==> src/rtl/tmr_pkg.sv <==
package tmr_pkg;
  localparam int DATA_W = 32;
  localparam int IDX_W  = 3;
  localparam int ADDR_W = IDX_W + 2;

  typedef enum logic [IDX_W-1:0] {
    RG_CFG    = 3'd0,
    RG_STAT   = 3'd1,
    RG_EVGEN  = 3'd2,
    RG_SHADOW = 3'd3,
    RG_PSC    = 3'd4,
    RG_ARL    = 3'd5,
    RG_CCV    = 3'd6,
    RG_CNT    = 3'd7
  } reg_idx_e;

  // trigger bit positions
  localparam int EV_UPD = 0;
  localparam int EV_CH0 = 1;
  localparam int EV_COM = 5;
  localparam int EV_BRK = 7;
  // status bit positions
  localparam int ST_UPD = 0;
  localparam int ST_CH0 = 1;
  localparam int ST_OVC = 2;
  localparam int ST_BRK = 7;
  // config bit positions
  localparam int CF_RUN   = 0;
  localparam int CF_CAP   = 1;
  localparam int CF_CCS   = 2;
  localparam int CF_POE   = 3;
  localparam int CF_CH0IE = 4;
  localparam int CF_CH0DE = 5;
  localparam int CF_BRKIE = 6;
  localparam int CF_BRKDE = 7;
  localparam int CF_UPDIE = 8;

  typedef struct packed {
    logic [2:0] mode;
    logic       nen;
    logic       en;
  } chctl_t;

  typedef struct packed {
    logic upd_ie;
    logic brk_de;
    logic brk_ie;
    logic ch0_de;
    logic ch0_ie;
    logic ccs;
    logic cap;
    logic run;
  } cfg_t;

  typedef struct packed {
    logic brk;
    logic com;
    logic ch0;
    logic upd;
  } ev_t;
endpackage

==> src/rtl/tmr_regs.sv <==
module tmr_regs
  import tmr_pkg::*;
#(
  parameter int CNT_W = 16,
  parameter int PSC_W = 16
) (
  input  logic              clk,
  input  logic              rst_n,
  input  logic              wr_en,
  input  logic [ADDR_W-1:0] wr_addr,
  input  logic [DATA_W-1:0] wr_data,
  output cfg_t              cfg,
  output logic              cfg_wr,
  output logic              stat_wr,
  output logic              ccv_wr,
  output chctl_t            shadow,
  output logic [PSC_W-1:0]  psc,
  output logic [CNT_W-1:0]  arl,
  output ev_t               ev
);
  logic     wr_ok;
  reg_idx_e idx;
  logic     ev_wr, sh_wr, psc_wr, arl_wr;
  cfg_t     cfg_d;
  chctl_t   shadow_d;
  logic [PSC_W-1:0] psc_d;
  logic [CNT_W-1:0] arl_d;
  ev_t      ev_d;

  always_comb begin
    wr_ok   = wr_en && (wr_addr[1:0] == 2'b00);
    idx     = reg_idx_e'(wr_addr[ADDR_W-1:2]);
    cfg_wr  = wr_ok && (idx == RG_CFG);
    stat_wr = wr_ok && (idx == RG_STAT);
    ev_wr   = wr_ok && (idx == RG_EVGEN);
    sh_wr   = wr_ok && (idx == RG_SHADOW);
    psc_wr  = wr_ok && (idx == RG_PSC);
    arl_wr  = wr_ok && (idx == RG_ARL);
    ccv_wr  = wr_ok && (idx == RG_CCV);

    cfg_d = cfg;
    if (cfg_wr) begin
      cfg_d.run    = wr_data[CF_RUN];
      cfg_d.cap    = wr_data[CF_CAP];
      cfg_d.ccs    = wr_data[CF_CCS];
      cfg_d.ch0_ie = wr_data[CF_CH0IE];
      cfg_d.ch0_de = wr_data[CF_CH0DE];
      cfg_d.brk_ie = wr_data[CF_BRKIE];
      cfg_d.brk_de = wr_data[CF_BRKDE];
      cfg_d.upd_ie = wr_data[CF_UPDIE];
    end
    shadow_d = sh_wr  ? chctl_t'(wr_data[4:0]) : shadow;
    psc_d    = psc_wr ? wr_data[PSC_W-1:0]      : psc;
    arl_d    = arl_wr ? wr_data[CNT_W-1:0]      : arl;

    // trigger bits live for exactly one cycle
    ev_d = '0;
    if (ev_wr) begin
      ev_d.upd = wr_data[EV_UPD];
      ev_d.ch0 = wr_data[EV_CH0];
      ev_d.com = wr_data[EV_COM];
      ev_d.brk = wr_data[EV_BRK];
    end
  end

  always_ff @(posedge clk or negedge rst_n) begin
    if (!rst_n) begin
      cfg    <= '0;
      shadow <= '0;
      psc    <= '0;
      arl    <= '1;
      ev     <= '0;
    end else begin
      cfg    <= cfg_d;
      shadow <= shadow_d;
      psc    <= psc_d;
      arl    <= arl_d;
      ev     <= ev_d;
    end
  end
endmodule

==> src/rtl/tmr_count.sv <==
module tmr_count #(
  parameter int CNT_W = 16,
  parameter int PSC_W = 16
) (
  input  logic             clk,
  input  logic             rst_n,
  input  logic             run,
  input  logic             cnt_ce,
  input  logic [PSC_W-1:0] psc,
  input  logic [CNT_W-1:0] arl,
  input  logic             ev_upd,
  input  logic             stat_wr,
  input  logic             stat_keep,
  output logic [CNT_W-1:0] cnt,
  output logic             tick,
  output logic             flag_upd
);
  logic [PSC_W-1:0] pscc, pscc_d;
  logic [CNT_W-1:0] cnt_d;
  logic             wrap, upd_set, flag_d, adv;

  always_comb begin
    adv     = run && cnt_ce;
    tick    = adv && (pscc == psc);
    wrap    = tick && (cnt == arl);
    pscc_d  = pscc;
    cnt_d   = cnt;
    upd_set = 1'b0;
    if (ev_upd) begin
      pscc_d  = '0;
      cnt_d   = '0;
      upd_set = 1'b1;
    end else if (adv) begin
      if (tick) begin
        pscc_d  = '0;
        cnt_d   = wrap ? '0 : cnt + 1'b1;
        upd_set = wrap;
      end else begin
        pscc_d = pscc + 1'b1;
      end
    end
    if (upd_set)                  flag_d = 1'b1;
    else if (stat_wr && !stat_keep) flag_d = 1'b0;
    else                          flag_d = flag_upd;
  end

  always_ff @(posedge clk or negedge rst_n) begin
    if (!rst_n) begin
      pscc     <= '0;
      cnt      <= '0;
      flag_upd <= 1'b0;
    end else begin
      pscc     <= pscc_d;
      cnt      <= cnt_d;
      flag_upd <= flag_d;
    end
  end
endmodule

==> src/rtl/tmr_chan.sv <==
module tmr_chan #(
  parameter int CNT_W = 16
) (
  input  logic             clk,
  input  logic             rst_n,
  input  logic             cap_mode,
  input  logic             ev_ch0,
  input  logic             ch_in,
  input  logic             tick,
  input  logic [CNT_W-1:0] cnt,
  input  logic             ccv_wr,
  input  logic [CNT_W-1:0] ccv_wdata,
  input  logic             stat_wr,
  input  logic             keep_ch0,
  input  logic             keep_ovc,
  output logic [CNT_W-1:0] ccv,
  output logic             flag_ch0,
  output logic             flag_ovc
);
  logic             ch_in_q;
  logic             hw_edge, cap, cmp_hit, ch0_set;
  logic [CNT_W-1:0] ccv_d;
  logic             ch0_d, ovc_d;

  always_comb begin
    hw_edge = cap_mode && ch_in && !ch_in_q;
    cap     = cap_mode && (ev_ch0 || hw_edge);
    cmp_hit = !cap_mode && tick && (cnt == ccv);
    ch0_set = ev_ch0 || hw_edge || cmp_hit;

    if (cap)         ccv_d = cnt;
    else if (ccv_wr) ccv_d = ccv_wdata;
    else             ccv_d = ccv;

    if (ch0_set)                   ch0_d = 1'b1;
    else if (stat_wr && !keep_ch0) ch0_d = 1'b0;
    else                           ch0_d = flag_ch0;

    if (cap && flag_ch0)           ovc_d = 1'b1;
    else if (stat_wr && !keep_ovc) ovc_d = 1'b0;
    else                           ovc_d = flag_ovc;
  end

  always_ff @(posedge clk or negedge rst_n) begin
    if (!rst_n) begin
      ch_in_q  <= 1'b0;
      ccv      <= '0;
      flag_ch0 <= 1'b0;
      flag_ovc <= 1'b0;
    end else begin
      ch_in_q  <= ch_in;
      ccv      <= ccv_d;
      flag_ch0 <= ch0_d;
      flag_ovc <= ovc_d;
    end
  end
endmodule

==> src/rtl/tmr_outctl.sv <==
module tmr_outctl
  import tmr_pkg::*;
(
  input  logic   clk,
  input  logic   rst_n,
  input  logic   ev_brk,
  input  logic   brk_in,
  input  logic   ev_com,
  input  logic   ccs,
  input  chctl_t shadow,
  input  logic   cfg_wr,
  input  logic   poe_wdata,
  input  logic   stat_wr,
  input  logic   keep_brk,
  output logic   poe,
  output logic   flag_brk,
  output chctl_t active
);
  logic   brk, poe_d, brk_d;
  chctl_t active_d;

  always_comb begin
    brk = ev_brk || brk_in;
    // break outranks every other source of the enable
    if (brk)         poe_d = 1'b0;
    else if (cfg_wr) poe_d = poe_wdata;
    else             poe_d = poe;

    if (brk)                       brk_d = 1'b1;
    else if (stat_wr && !keep_brk) brk_d = 1'b0;
    else                           brk_d = flag_brk;

    active_d = (ev_com && ccs) ? shadow : active;
  end

  always_ff @(posedge clk or negedge rst_n) begin
    if (!rst_n) begin
      poe      <= 1'b0;
      flag_brk <= 1'b0;
      active   <= '0;
    end else begin
      poe      <= poe_d;
      flag_brk <= brk_d;
      active   <= active_d;
    end
  end
endmodule

==> src/rtl/tmr_evgen.sv <==
module tmr_evgen
  import tmr_pkg::*;
#(
  parameter int CNT_W = 16,
  parameter int PSC_W = 16
) (
  input  logic              clk,
  input  logic              rst_n,
  input  logic              wr_en,
  input  logic [ADDR_W-1:0] wr_addr,
  input  logic [DATA_W-1:0] wr_data,
  input  logic [ADDR_W-1:0] rd_addr,
  output logic [DATA_W-1:0] rd_data,
  input  logic              cnt_ce,
  input  logic              ch_in,
  input  logic              brk_in,
  output logic [CNT_W-1:0]  cnt_o,
  output logic              flag_upd,
  output logic              flag_ch0,
  output logic              flag_ovc,
  output logic              flag_brk,
  output logic              irq_upd,
  output logic              irq_ch0,
  output logic              irq_brk,
  output logic              dma_ch0,
  output logic              dma_brk,
  output logic              poe_o,
  output logic              ch_en_o,
  output logic              ch_nen_o,
  output logic [2:0]        ocm_o
);
  logic rst_s1, rst_sync_n;

  always_ff @(posedge clk or negedge rst_n) begin
    if (!rst_n) begin
      rst_s1     <= 1'b0;
      rst_sync_n <= 1'b0;
    end else begin
      rst_s1     <= 1'b1;
      rst_sync_n <= rst_s1;
    end
  end

  cfg_t             cfg;
  chctl_t           shadow, active;
  logic             cfg_wr, stat_wr, ccv_wr, tick;
  logic [PSC_W-1:0] psc;
  logic [CNT_W-1:0] arl, ccv;
  ev_t              ev;
  reg_idx_e         rd_idx;

  tmr_regs #(.CNT_W(CNT_W), .PSC_W(PSC_W)) u_regs (
    .clk(clk), .rst_n(rst_sync_n), .wr_en(wr_en), .wr_addr(wr_addr),
    .wr_data(wr_data), .cfg(cfg), .cfg_wr(cfg_wr), .stat_wr(stat_wr),
    .ccv_wr(ccv_wr), .shadow(shadow), .psc(psc), .arl(arl), .ev(ev)
  );

  tmr_count #(.CNT_W(CNT_W), .PSC_W(PSC_W)) u_count (
    .clk(clk), .rst_n(rst_sync_n), .run(cfg.run), .cnt_ce(cnt_ce),
    .psc(psc), .arl(arl), .ev_upd(ev.upd), .stat_wr(stat_wr),
    .stat_keep(wr_data[ST_UPD]), .cnt(cnt_o), .tick(tick), .flag_upd(flag_upd)
  );

  tmr_chan #(.CNT_W(CNT_W)) u_chan (
    .clk(clk), .rst_n(rst_sync_n), .cap_mode(cfg.cap), .ev_ch0(ev.ch0),
    .ch_in(ch_in), .tick(tick), .cnt(cnt_o), .ccv_wr(ccv_wr),
    .ccv_wdata(wr_data[CNT_W-1:0]), .stat_wr(stat_wr),
    .keep_ch0(wr_data[ST_CH0]), .keep_ovc(wr_data[ST_OVC]),
    .ccv(ccv), .flag_ch0(flag_ch0), .flag_ovc(flag_ovc)
  );

  tmr_outctl u_out (
    .clk(clk), .rst_n(rst_sync_n), .ev_brk(ev.brk), .brk_in(brk_in),
    .ev_com(ev.com), .ccs(cfg.ccs), .shadow(shadow), .cfg_wr(cfg_wr),
    .poe_wdata(wr_data[CF_POE]), .stat_wr(stat_wr), .keep_brk(wr_data[ST_BRK]),
    .poe(poe_o), .flag_brk(flag_brk), .active(active)
  );

  always_comb begin
    irq_upd  = flag_upd && cfg.upd_ie;
    irq_ch0  = flag_ch0 && cfg.ch0_ie;
    irq_brk  = flag_brk && cfg.brk_ie;
    dma_ch0  = flag_ch0 && cfg.ch0_de;
    dma_brk  = flag_brk && cfg.brk_de;
    ch_en_o  = active.en;
    ch_nen_o = active.nen;
    ocm_o    = active.mode;
  end

  always_comb begin
    rd_idx  = reg_idx_e'(rd_addr[ADDR_W-1:2]);
    rd_data = '0;
    case (rd_idx)
      RG_CFG: begin
        rd_data[CF_RUN]   = cfg.run;
        rd_data[CF_CAP]   = cfg.cap;
        rd_data[CF_CCS]   = cfg.ccs;
        rd_data[CF_POE]   = poe_o;
        rd_data[CF_CH0IE] = cfg.ch0_ie;
        rd_data[CF_CH0DE] = cfg.ch0_de;
        rd_data[CF_BRKIE] = cfg.brk_ie;
        rd_data[CF_BRKDE] = cfg.brk_de;
        rd_data[CF_UPDIE] = cfg.upd_ie;
      end
      RG_STAT: begin
        rd_data[ST_UPD] = flag_upd;
        rd_data[ST_CH0] = flag_ch0;
        rd_data[ST_OVC] = flag_ovc;
        rd_data[ST_BRK] = flag_brk;
      end
      RG_SHADOW: rd_data[4:0]       = shadow;
      RG_PSC:    rd_data[PSC_W-1:0] = psc;
      RG_ARL:    rd_data[CNT_W-1:0] = arl;
      RG_CCV:    rd_data[CNT_W-1:0] = ccv;
      RG_CNT:    rd_data[CNT_W-1:0] = cnt_o;
      default:   rd_data = '0;
    endcase
  end
endmodule

==> config.mk <==
export PLATFORM = sky130hd
export DESIGN_NAME = tmr_evgen
export DESIGN_NICKNAME = d
export VERILOG_FILES = /design/src/rtl/tmr_pkg.sv /design/src/rtl/tmr_regs.sv /design/src/rtl/tmr_count.sv /design/src/rtl/tmr_chan.sv /design/src/rtl/tmr_outctl.sv /design/src/rtl/tmr_evgen.sv
export SDC_FILE = /design/constraint.sdc
export NUM_CORES = 1
export LEC_CHECK = 0
export BUFFER_PORTS_ARGS = -buffer_cell sky130_fd_sc_hd__buf_4
export CAP_MARGIN = 20
export CORE_UTILIZATION = 30
export CTS_CLUSTER_DIAMETER = 80
export CTS_CLUSTER_SIZE = 25
export DETAILED_ROUTE_END_ITERATION = 10
export PLACE_DENSITY = 0.5
export SYNTH_ARGS = -nofsm -noshare
export SYNTH_HDL_FRONTEND = slang
export SYNTH_SLANG_ARGS = --single-unit
==> constraint.sdc <==
create_clock -name clk -period 3.81 [get_ports clk]
set_input_delay 0 -clock clk [delete_from_list [all_inputs] [get_ports clk]]
set_output_delay 0 -clock clk [all_outputs]
set_load 0.01 [all_outputs]
==> flow_metrics.env <==
export IMPL_run_status="finished, final reports clean"
export IMPL_finalCritPeriodShare_pct=68.9
export IMPL_yosys_warnings=0
export IMPL_wl_mm=18.4
export IMPL_path_clk_slew_ns=0.08
export IMPL_required_ns=4.02
export IMPL_relSlewSlack_pct=31.9
export IMPL_first_iter_violations=288
export IMPL_via_per_inst=5.15
export IMPL_clock_skew_final_ns=0.00747
export IMPL_antenna_found_initial=0
export IMPL_core_um2=20400
export IMPL_max_freq_mhz=381
export IMPL_wl_per_cell_um=19.4
export IMPL_dr_wl_met2_mm=9.00
export IMPL_drv_cap=0
export IMPL_dieArea_um2=21600
export IMPL_final_cell_mix="dfrtp_1, buf_4, mux2_2"
export IMPL_top_layer="met4"
export IMPL_fp_row_count=52
export IMPL_min_period_ns=2.62
export IMPL_combPwrFrac_pct=28.8
export IMPL_synthCells=601
export IMPL_area_delta_synth_final_pct=19.8
export IMPL_insertion_delay_ns=0.36
export IMPL_crit_arrival_ns=2.83
export IMPL_grt_pass1_wl_mm=29.2
export IMPL_boundaryPins=111
export IMPL_critPathLaunchType="flip-flop"
export IMPL_diodes=0
export IMPL_p_sw_w=0.00128
export IMPL_ys_types=46
export IMPL_setup_tns_ns=0
export IMPL_hold_class="primary input to flip-flop"
export IMPL_setup_violations_final=0
export IMPL_p_clk_share_pct=24.8
export IMPL_netlist_area_um2=6300
export IMPL_whs_ns=0.0250
export IMPL_drive_gt1_share_pct=28.6
export IMPL_clock_sinks=110
export IMPL_syn_area_per_cell_um2=10.5
export IMPL_cts_buffers_inserted=9
export IMPL_initial_utilization_pct=30.8
export IMPL_p_int_w=0.00249
export IMPL_drt_met1_wl_mm=8.37
export IMPL_ant_nets=0
export IMPL_final_util_pct=37.0
export IMPL_final_hold_violation_count=0
export IMPL_port_buffers=76
export IMPL_grt_max_degree=59
export IMPL_synth_top_cell_by_area="dfrtp_1"
export IMPL_hpwl_mm=13.2
export IMPL_grt_use_total_pct=17.9
export IMPL_fillerInstances=2071
export IMPL_ys_seq_area_share_pct=44.0
export IMPL_cts_root_buf="clkbuf_16"
export IMPL_drc_errors=0
export IMPL_wl_met3_um=627
export IMPL_grt_pass1_vias=4943
export IMPL_ir_worst_vdd_v=0.000238
export IMPL_die_h_um=147
export IMPL_yosysTopAreaCellShare_pct=37.3
export IMPL_grt_overflow=0
export IMPL_max_slew_worst_pin_slew_ns=1.02
export IMPL_critPathKind="flip-flop to flip-flop"
export IMPL_cts_max_level=3
export IMPL_ys_ff_latch=110
export IMPL_final_common_cell="dfrtp_1"
export IMPL_firstDrtPassIters=7
export IMPL_seqPwrFrac_pct=46.4
export IMPL_power_density_nw_per_um2=500
export IMPL_rsz0062_at_grt="no"
export IMPL_p_leak_nw=3.34
export IMPL_vias=4893
export IMPL_tritoncts="yes"
export IMPL_slew_violations=0
export IMPL_power_share_switching_pct=34.0
export IMPL_path_max_fanout=19
export IMPL_post_cts_buffers=0
export IMPL_synth_area_leaders="dfrtp_1, mux2_2, dfstp_2, xor2_1, mux4_2"
export IMPL_gp_routability_congestion=0.824
export IMPL_clk_path_buf_depth=2
export IMPL_chipWidth_um=147
export IMPL_fin_nets=726
export IMPL_endpoint_kind="flip-flop"
## flip-flops by register name (all words and copies together) (netlist names), 4 cells and up
name / cells
u_regs.psc: 16
u_regs.cfg: 8
u_count.cnt: 16
u_regs.arl: 16
u_count.pscc: 16
u_regs.ev: 4
u_out.active: 5
u_regs.shadow: 5
u_chan.ccv: 16
## repair_timing
item                                   in CTS  in global routing
endpoints found under the hold margin      68                  0
gates resized for setup                     0                  0
hold buffers                               22                  0
## worst max-delay path: stages (launching register included)
cell and delay (ns):
dfrtp_1 0.45, xnor2_1 0.29, nand4_1 0.16, or4_4 0.69
nor2_1 0.76, nor3_1 0.11
## layer usage
layer / vias to the layer above / global-route usage (%)
met4: 0 / 7.27
met1: 2485 / 23.9
met5: - / 0
met3: 25 / 2.24
met2: 117 / 29.4
li1: 2266 / -
## cell usage after synthesis, drive strengths merged
library cell / instances
xnor2: 27
a21oi: 21
inv: 15
buf: 22
nor2: 35
nand4bb: 1
mux2: 56
conb: 2
dfstp: 16
or3: 7
a22oi: 7
mux2i: 21
o21ai: 16
o211a: 2
nor3: 19
nand3: 13
a31oi: 3
nand4b: 1
xor2: 35
clkbuf: 37
a2111oi: 1
a211oi: 11
nand4: 14
nor4: 6
o211ai: 2
o32ai: 13
ha: 2
nor4bb: 1
and3: 9
o221ai: 1
mux4: 12
and4: 4
dfrtp: 94
nand2: 35
and2: 15
o22ai: 4
or2: 7
nor2b: 3
or4: 4
nand2b: 5
nor4b: 2
## stage by stage
step           setup WS (ns)  cells  total power [W]  cell area, um^2
6_report                1.19    951          0.00378             7550
5_1_grt                0.923    951          0.00399             7550
4_1_cts                 1.18    951          0.00381             7550
3_5_place_dp            1.18    913          0.00286             7050
3_3_place_gp            1.27    913          0.00282             7050
2_1_floorplan          0.547    616          0.00241             6360
## power groups by stage
stage,Clock (W),Sequential (W),Combinational (W)
final,0.000937,0.00175,0.00109
after global routing,0.00100,0.00179,0.00119
after CTS,0.000960,0.00175,0.00110
after detailed placement,0,0.00178,0.00108
after global placement,0,0.00176,0.00106
after floorplan,0,0.00166,0.000752
## cells by family (layout without fill, tap and decap cells)
logic type / Yosys count / in the layout / synth area share, %
adders and majority gates: 2 / 2 / 0.397
DFF: 110 / 110 / 44.0
buffers and inverters: 74 / 139 / 5.54
muxes: 89 / 89 / 17.6
other: 2 / 17 / 0.119
xor gates and xnor gates: 62 / 62 / 8.74
AOI/OAI and AO/OA: 81 / 81 / 8.42
and+or+nand+nor: 181 / 181 / 15.2
## area by class of cell
type | count | area [um^2] | area share, %
sequential | 110 | 2780 | 36.8
clock buffer | 13 | 260 | 3.45
inverter | 15 | 56.3 | 0.746
multi-input combinational | 432 | 3240 | 42.9
tap | 270 | 338 | 4.47
timing repair buffer | 108 | 866 | 11.5
clock inverter | 3 | 18.8 | 0.249
## final timing paths
| check | endpoint | slack (ns) | start | cells after the start |
|---|---|---|---|---|
| min in group asynchronous | u_out.flag_brk | 0.44 | rst_sync_n | 0 |
| max in group asynchronous | u_regs.arl[15] | 2.43 | rst_sync_n | 1 |
| hold reg to reg | rst_sync_n | 0.36 | rst_s1 | 0 |
| setup / recovery | u_count.pscc[14] | 1.19 | u_count.pscc[2] | 5 |
| setup reg to reg | u_count.pscc[14] | 1.19 | u_count.pscc[2] | 5 |
| hold / removal | u_regs.ev[3] | 0.03 | wr_addr[0] | 3 |
Note: power is estimated with default switching activity, not from simulation.
